**src/rtl/flash_stat_pkg.sv**
```systemverilog
package flash_stat_pkg;

  typedef enum logic [1:0] {
    OP_IDLE  = 2'd0,
    OP_PROG  = 2'd1,
    OP_ERASE = 2'd2,
    OP_SUSP  = 2'd3
  } opState_t;

  // Strobes from control to datapath
  typedef struct packed {
    logic opActive;  // program or erase running (not suspended)
    logic eraseSel;  // erase running or suspended
    logic loadMask;  // capture erase sector mask
    logic clrAll;    // reset command: clear toggles and mask
  } ctrlStrb_t;

endpackage

```
**src/rtl/flash_stat_ctrl.sv**
```systemverilog
module flash_stat_ctrl
  import flash_stat_pkg::*;
#(
  parameter int PULSE_LIMIT = 6,
  parameter int CNT_W       = 3
) (
  input  logic      clk,
  input  logic      rstN,
  input  logic      startProg,
  input  logic      startErase,
  input  logic      suspendCmd,
  input  logic      resumeCmd,
  input  logic      resetCmd,
  input  logic      opDone,
  input  logic      pulseTick,
  input  logic      progFault,
  output ctrlStrb_t strb,
  output logic      timedOut,
  output logic      statusMode
);

  localparam logic [CNT_W-1:0] LIM = CNT_W'(PULSE_LIMIT);

  opState_t         state, stateNxt;
  logic [CNT_W-1:0] pulseCnt, cntNxt;
  logic             toNxt;
  logic             inSusp;

  always_comb begin
    stateNxt = state;
    cntNxt   = pulseCnt;
    toNxt    = timedOut;
    if (resetCmd) begin
      stateNxt = OP_IDLE;
      cntNxt   = '0;
      toNxt    = 1'b0;
    end else begin
      unique case (state)
        OP_IDLE: begin
          if (startProg) begin
            stateNxt = OP_PROG;
            cntNxt   = '0;
            toNxt    = 1'b0;
          end else if (startErase) begin
            stateNxt = OP_ERASE;
            cntNxt   = '0;
            toNxt    = 1'b0;
          end
        end
        OP_PROG, OP_ERASE: begin
          if (opDone && !timedOut) begin
            stateNxt = OP_IDLE;
          end else begin
            if (state == OP_ERASE && suspendCmd) stateNxt = OP_SUSP;
            if (pulseTick && pulseCnt != LIM) begin
              cntNxt = pulseCnt + 1'b1;
              if (pulseCnt == LIM - 1'b1) toNxt = 1'b1;
            end
            if (state == OP_PROG && progFault) toNxt = 1'b1;
          end
        end
        OP_SUSP: begin
          if (resumeCmd) stateNxt = OP_ERASE;
        end
        default: stateNxt = OP_IDLE;
      endcase
    end
  end

  always_ff @(posedge clk or negedge rstN) begin
    if (!rstN) begin
      state    <= OP_IDLE;
      pulseCnt <= '0;
      timedOut <= 1'b0;
    end else begin
      state    <= stateNxt;
      pulseCnt <= cntNxt;
      timedOut <= toNxt;
    end
  end

  always_comb begin
    strb.opActive = (state == OP_PROG) || (state == OP_ERASE);
    strb.eraseSel = (state == OP_ERASE) || (state == OP_SUSP);
    strb.loadMask = (state == OP_IDLE) && startErase && !startProg && !resetCmd;
    strb.clrAll   = resetCmd;
  end

  assign statusMode = (state != OP_IDLE);
  assign inSusp     = (state == OP_SUSP);


  reset_idle_chk: assert property (@(posedge clk) disable iff (!rstN)
    resetCmd |=> (state == OP_IDLE && !timedOut));


  timeout_sticky_chk: assert property (@(posedge clk) disable iff (!rstN)
    (timedOut && !resetCmd) |=> timedOut);


  susp_entry_chk: assert property (@(posedge clk) disable iff (!rstN)
    $rose(inSusp) |-> ($past(state) == OP_ERASE));


  susp_count_chk: assert property (@(posedge clk) disable iff (!rstN)
    (inSusp && !resetCmd) |=> $stable(pulseCnt));


  cnt_bound_chk: assert property (@(posedge clk) disable iff (!rstN)
    pulseCnt <= LIM);

endmodule

```
**src/rtl/flash_stat_dpath.sv**
```systemverilog
module flash_stat_dpath
  import flash_stat_pkg::*;
#(
  parameter int NUM_SEC = 8,
  parameter int SEC_W   = 3
) (
  input  logic               clk,
  input  logic               rstN,
  input  ctrlStrb_t          strb,
  input  logic               readStb,
  input  logic [SEC_W-1:0]   secAddr,
  input  logic [NUM_SEC-1:0] eraseMask,
  input  logic               timedOut,
  output logic [7:0]         statusByte
);

  logic [NUM_SEC-1:0] maskReg;
  logic [NUM_SEC-1:0] secHit;
  logic               addrHit;
  logic               tog6, tog2;

  for (genvar i = 0; i < NUM_SEC; i++) begin : g_hit
    assign secHit[i] = maskReg[i] && (secAddr == SEC_W'(i));
  end
  assign addrHit = |secHit;

  always_ff @(posedge clk or negedge rstN) begin
    if (!rstN) begin
      maskReg <= '0;
      tog6    <= 1'b0;
      tog2    <= 1'b0;
    end else if (strb.clrAll) begin
      maskReg <= '0;
      tog6    <= 1'b0;
      tog2    <= 1'b0;
    end else begin
      if (strb.loadMask)                       maskReg <= eraseMask;
      if (readStb && strb.opActive)            tog6    <= ~tog6;
      if (readStb && strb.eraseSel && addrHit) tog2    <= ~tog2;
    end
  end

  always_comb begin
    statusByte    = 8'h00;
    statusByte[6] = tog6;
    statusByte[5] = timedOut;
    statusByte[2] = tog2;
  end


  tog6_flip_chk: assert property (@(posedge clk) disable iff (!rstN)
    (readStb && strb.opActive && !strb.clrAll) |=> (tog6 != $past(tog6)));


  tog6_hold_chk: assert property (@(posedge clk) disable iff (!rstN)
    (!strb.opActive && !strb.clrAll) |=> $stable(tog6));


  tog2_hold_chk: assert property (@(posedge clk) disable iff (!rstN)
    ((!strb.eraseSel || !readStb) && !strb.clrAll) |=> $stable(tog2));

endmodule

```
**src/rtl/flash_op_status.sv**
```systemverilog
module flash_op_status
  import flash_stat_pkg::*;
#(
  parameter int NUM_SEC     = 8,
  parameter int PULSE_LIMIT = 6,
  parameter int SEC_W       = (NUM_SEC > 1) ? $clog2(NUM_SEC) : 1
) (
  input  logic               clk,
  input  logic               rstN,
  input  logic               oeRead,
  input  logic               ceRead,
  input  logic [SEC_W-1:0]   secAddr,
  input  logic               startProg,
  input  logic               startErase,
  input  logic [NUM_SEC-1:0] eraseMask,
  input  logic               suspendCmd,
  input  logic               resumeCmd,
  input  logic               resetCmd,
  input  logic               opDone,
  input  logic               pulseTick,
  input  logic               progFault,
  output logic [7:0]         statusByte,
  output logic               statusMode
);

  localparam int CNT_W = $clog2(PULSE_LIMIT + 1);

  ctrlStrb_t strb;
  logic      timedOut;
  logic      readStb;

  assign readStb = oeRead | ceRead;

  flash_stat_ctrl #(
    .PULSE_LIMIT(PULSE_LIMIT),
    .CNT_W      (CNT_W)
  ) i_ctrl (
    .clk       (clk),
    .rstN      (rstN),
    .startProg (startProg),
    .startErase(startErase),
    .suspendCmd(suspendCmd),
    .resumeCmd (resumeCmd),
    .resetCmd  (resetCmd),
    .opDone    (opDone),
    .pulseTick (pulseTick),
    .progFault (progFault),
    .strb      (strb),
    .timedOut  (timedOut),
    .statusMode(statusMode)
  );

  flash_stat_dpath #(
    .NUM_SEC(NUM_SEC),
    .SEC_W  (SEC_W)
  ) i_dpath (
    .clk       (clk),
    .rstN      (rstN),
    .strb      (strb),
    .readStb   (readStb),
    .secAddr   (secAddr),
    .eraseMask (eraseMask),
    .timedOut  (timedOut),
    .statusByte(statusByte)
  );


  zero_bits_chk: assert property (@(posedge clk) disable iff (!rstN)
    (statusByte & 8'b1001_1011) == 8'h00);

endmodule

```
**config.mk**
```make
export PLATFORM = sky130hd
export DESIGN_NAME = flash_op_status
export DESIGN_NICKNAME = d
export VERILOG_FILES = /design/src/rtl/flash_stat_pkg.sv /design/src/rtl/flash_stat_ctrl.sv /design/src/rtl/flash_stat_dpath.sv /design/src/rtl/flash_op_status.sv
export SDC_FILE = /design/constraint.sdc
export NUM_CORES = 1
export LEC_CHECK = 0
export CORE_MARGIN = 2
export CORE_UTILIZATION = 42
export CTS_CLUSTER_SIZE = 24
export DETAILED_ROUTE_END_ITERATION = 16
export GPL_TIMING_DRIVEN = 1
export HOLD_SLACK_MARGIN = 0.1
export PLACE_DENSITY = 0.79
export SLEW_MARGIN = 10
export SYNTH_ARGS = -nofsm -noshare
export SYNTH_HDL_FRONTEND = slang
export SYNTH_HIERARCHICAL = 1
export SYNTH_SLANG_ARGS = --single-unit
```
**constraint.sdc**
```tcl
create_clock -name clk -period 1.6 [get_ports clk]
set_input_delay 0.32 -clock clk [delete_from_list [all_inputs] [get_ports clk]]
set_output_delay 0.32 -clock clk [all_outputs]
set_load 0.02 [all_outputs]
```
---- Word-level counts from Yosys, hierarchy flattened ----
Cells that the tools add are included.
storage, ports and cells
  flip-flop bits (word level) ............. 16
  output and inout port bits .............. 9
  word-level logic and storage cells ...... 91
operators by class
  add/subtract/negate cells ............... 1
  equal/unequal tests ..................... 19
  mux-type cells .......................... 27
  bitwise gates (word level) .............. 3
  reduce and logical (&&, ||, !) cells .... 35
operators with widths
  kind                                                 number
  logical AND 1 bit                                    18
  2-to-1 mux 8 bit                                     2
  equality test 3 bit, second input constant           5
  2-to-1 mux 3 bit                                     5
  2-to-1 mux 2 bit                                     6
  != test 4 x 2 -> 1 bit, second input constant        3
  2-to-1 mux 1 bit                                     11
  != test 3 bit, second input constant                 3
  nonzero test 2 bit                                   4
  OR reduction 8 bit                                   1
  equality test 3 x 2 -> 1 bit, second input constant  2
  one-hot mux 2 bit (3 select lines)                   1
  one-hot mux 3 bit (2 select lines)                   1
  AND reduction 5 bit                                  1
  equality test 2 bit, second input constant           2
  != test 4 bit, second input constant                 1
  AND reduction 4 bit                                  1
  adder 3 x 1 -> 3 bit, second input constant          1
  equality test 3 x 1 -> 1 bit, second input constant  1
  logical NOT 1 bit                                    3
  logical NOT 3 bit                                    1
  != test 3 x 2 -> 1 bit, second input constant        1
  AND reduction 3 bit                                  1
  nonzero test 3 bit                                   1
  other kinds (7)                                      9

---- Depth between registers and ports, before layout ----
  depth in word-level cells ............... 7
  gate-level depth with buffers ........... 7

---- By module ----
Netlist, hierarchy kept.
modules (own cells, without submodules)
  module            instances  cells each  area an instance (um2)  sequential area each (um2)
  flash_stat_ctrl   1          60          546.8                   150.1
  flash_stat_dpath  1          51          540.5                   250.2
  flash_op_status   1          1           6.3                     0.0

---- Worst setup path before layout ----
OpenSTA, ideal clock, no wires.
  path kind ............................... reg-to-reg
  start ................................... register i_ctrl.state[0]
  end ..................................... register i_dpath.maskReg[0]
  arrival ................................. 1.735 ns
  data required time ...................... 1.468 ns
  slack ................................... -0.266 ns
  stages on the path, launching flop included .. 8
  path buffers ............................ 1
  period minus slack after synthesis ...... 1.866 ns
  cell sequence ........................... dfrtp_1 inv_1 ha_1 inv_1 nor4b_1 clkbuf_1 mux2i_1 nor2_1
RTL lines
  element                 RTL line                RTL
  from (decl)             flash_stat_ctrl.sv:24   opState_t state, stateNxt;
  from (signal assigned)  flash_stat_ctrl.sv:76   state <= stateNxt;
  to (signal assigned)    flash_stat_dpath.sv:37  if (strb.loadMask) maskReg <= eraseMask;
  to (decl)               flash_stat_dpath.sv:17  logic [NUM_SEC-1:0] maskReg;

---- Worst setup path after layout ----
  start ................................... register i_ctrl.state[0]
  end ..................................... register i_ctrl.state[0]
on the way
  word-level cells in the longest chain between the ends .. 4
  elaborated cells between the ends (all ways) .. 12
RTL lines
  element                                                                                               RTL line
  equality test 2 bit / equality test 2 x 1 -> 1 bit (equally long branches)                            flash_stat_ctrl.sv:38, flash_stat_ctrl.sv:54
  OR reduction 2 bit / logical AND 1 bit (equally long branches)                                        flash_stat_ctrl.sv:38, flash_stat_ctrl.sv:54
  != test 4 x 2 -> 1 bit (no source line) / one-hot mux 2 bit (3 select lines) (equally long branches)  --
  AND reduction 3 bit (no source line) / 2-to-1 mux 2 bit (equally long branches)                       --
Parallel ways exist; a longest one is shown, timed or not.
A chain may end at the register's enable or synchronous reset.

==> impl_metrics.yaml <==
run_status:
  violations: "negative setup slack"
  status: "finished, violations left"
sta:
  layout_setup_ws_ns: -0.184
  slew_viol_final: 0
  holdWs_ns: 0.350
  fin_crit_sh: 1.12
  timing_hold_violations_final: 0
  fin_crit_ns: 1.78
  rsz0062_at_grt: "true"
  finalSetupViolCount: 13
  max_freq_ghz: 0.560
  skew_ns: 0.00218
clocking:
  holdBufCountCts: 0
  cts_max_level: 1
  clk_pin_slew_ns: 0.09
  cts_sinks: 16
  tritoncts: "yes"
  cts_made_buffers: 3
  clock_latency_ns: 0.29
  cts_root_buf: "clkbuf_4"
  clk_path_buf_depth: 2
power:
  total_power_mw: 2.19
  ir_drop_mv: 0.846
  p_leak_nw: 0.761
  powerDensity_nw_per_um2: 1290
layout:
  final_area_um2: 1700
  drive_gt1_frac: 0.372
  nets: 188
  num-fill-cells: 200
  fin_cells: 186
  area_growth_pct: 55.1
  diodes: 0
synthesis:
  synthCells: 112
  syn_area_um2: 1090
  synth_cell_types: 35
  synth_seq_cells: 16
  avgSynthCellArea_um2: 9.76
  synth_edf_count: 0
  synth_ff_type: "dfrtp_1"
  synthArstFlopShare: 1.00
  yosysSeqAreaShare: 0.366
  yosys_warnings: 6
drt:
  wire_per_inst_um: 16.0
  drt_wl_total_um: 2980
  drtAntennaViolNets: 0
  drc: 0
  vias: 971
  drt_iter0_drc: 7
  firstDrtPassIters: 4
  avgViaCountPerCell: 5.22
worst_setup_path:
  r2r_start: "i_ctrl/state[0]$_DFFE_PN0P_"
  start_kind: "flop"
  required_ns: 1.77
  path_class: "flop to flop"
  cp.arrival_ns: 1.96
  worstPathMaxFanout: 3
  end_kind: "flop"
  r2r_cells: 7
  r2r_slack_ns: -0.18
  r2r-end: "i_ctrl/state[0]$_DFFE_PN0P_"
flow_run:
  drv_cap: 0
die:
  pin_count: 32
  die_w_um: 55.0
  die_area_um2: 3030
  start_util: 0.441
  die_h_um: 55.0
  coreArea_um2: 2480
  rows: 18
grt:
  grt_pass1_wl_um: 4340
  grt_usage: 0.204
  antenna_found_initial: 0
  grt_pass1_vias: 1013
  grt_max_degree: 17
  grt_overflow: 0
placement:
  post-place-cells: 172
  place_ws_ns: -0.425
  place_area_um2: 1430
  io_buffers: 26
  dp_hpwl_um: 2020
  place.gp.congestion: 0.822
min_path:
  hp-class: "primary input to async pin"
what timing repair did:
action	4_1_cts	5_1_grt
endpoints found under the setup margin	18	17
pin swaps	6	12
setup buffers	3	7
resized for setup	14	28
flip-flops by register name (all words and copies together) (netlist names):
register	count
i_ctrl/state	2
i_dpath/maskReg	8
i_dpath/tog6	1
i_dpath/tog2	1
i_ctrl/timedOut	1
i_ctrl/pulseCnt	3
per-layer routing:
metal  vias to the layer above  part of all wire  track usage
li1                        460                 -            -
met1                       466              0.37        0.204
met2                        37              0.55        0.401
met3                         8             0.057       0.0484
met4                         0             0.024       0.0732
met5                         -                 0            0
kinds of logic after synthesis:
group	Yosys count	synth area share
xor gates and xnor gates	1	0.00801
muxes	13	0.134
DFF	16	0.366
other	1	0.00343
adders and majority gates	8	0.0915
and+or+nand+nor	43	0.216
AOI/OAI and AO/OA	12	0.0881
buffers and inverters	18	0.0927
stage by stage:
step / util / setup TNS [ns]
6_report: 0.685 / -0.783
5_1_grt: 0.685 / -1.48
4_1_cts: 0.614 / -0.320
3_5_place_dp: 0.578 / -2.71
3_3_place_gp: 0.578 / -2.03
2_1_floorplan: - / 0
Yosys cell counts (all sizes together), types with 2 or more instances:
cell     n  area share
o22ai    2       0.011
buf      9       0.062
or4      2       0.014
dfrtp   16        0.37
ha       8       0.092
nor2    14       0.048
mux2i    9       0.082
nor3b    2       0.024
nand2b   5       0.029
nand2    7       0.024
or2      3       0.017
nor2b    3       0.017
or3      2       0.011
a311oi   2       0.022
mux2     3       0.031
inv      7       0.024
a21oi    3       0.014
clkbuf   2      0.0069
cell type report:
cell class / instances / area [um^2] / share of cell area
multi-input combinational: 82 / 767 / 0.452
timing repair buffer: 47 / 422 / 0.249
sequential: 16 / 403 / 0.237
tap: 30 / 37.5 / 0.0221
clock buffer: 4 / 36.3 / 0.0214
inverter: 7 / 31.3 / 0.0184
worst max-delay path, stage by stage (launching register included):
cell,delay (ns)
dfrtp_2,0.46
inv_4,0.07
ha_4,0.17
nor3b_4,0.15
buf_6,0.12
a311oi_4,0.27
nor2_1,0.11
a311oi_1,0.31
power breakdown:
part	leakage [nW]	internal, mW	switching, mW	total, mW
Clock	0.0210	0.139	0.129	0.267
Combinational	0.523	0.714	0.650	1.36
Sequential	0.216	0.469	0.0872	0.557
worst max path at each step:
stage | end | slack (ns) | start | depth (start not counted)
final | i_ctrl/state[0]$_DFFE_PN0P_ | -0.18 | i_ctrl/state[0]$_DFFE_PN0P_ | 7
after global routing | i_ctrl/state[0]$_DFFE_PN0P_ | -0.20 | i_ctrl/state[0]$_DFFE_PN0P_ | 6
after CTS | i_ctrl/state[0]$_DFFE_PN0P_ | -0.13 | i_ctrl/state[0]$_DFFE_PN0P_ | 6
after detailed placement | i_dpath/tog2$_DFFE_PN0P_ | -0.42 | secAddr[0] | 5
after global placement | i_dpath/tog2$_DFFE_PN0P_ | -0.38 | secAddr[0] | 5
after floorplan | i_ctrl/state[0]$_DFFE_PN0P_ | 0.02 | i_ctrl/state[0]$_DFFE_PN0P_ | 6
cells in the final DEF (no fill, tap or decap), drive strengths merged, types with 2 or more instances in the layout:
cell / n
buf: 22
clkdlybuf4s50: 20
dfrtp: 16
nor2: 14
mux2i: 9
ha: 8
nand2: 7
inv: 7
conb: 5
nand2b: 5
dlygate4sd2: 4
clkbuf: 4
a21oi: 3
nor2b: 3
mux2: 3
or2: 3
or4: 2
nor3b: 2
or3: 2
a311oi: 2
o22ai: 2
Power figures use the tool's default switching activity.
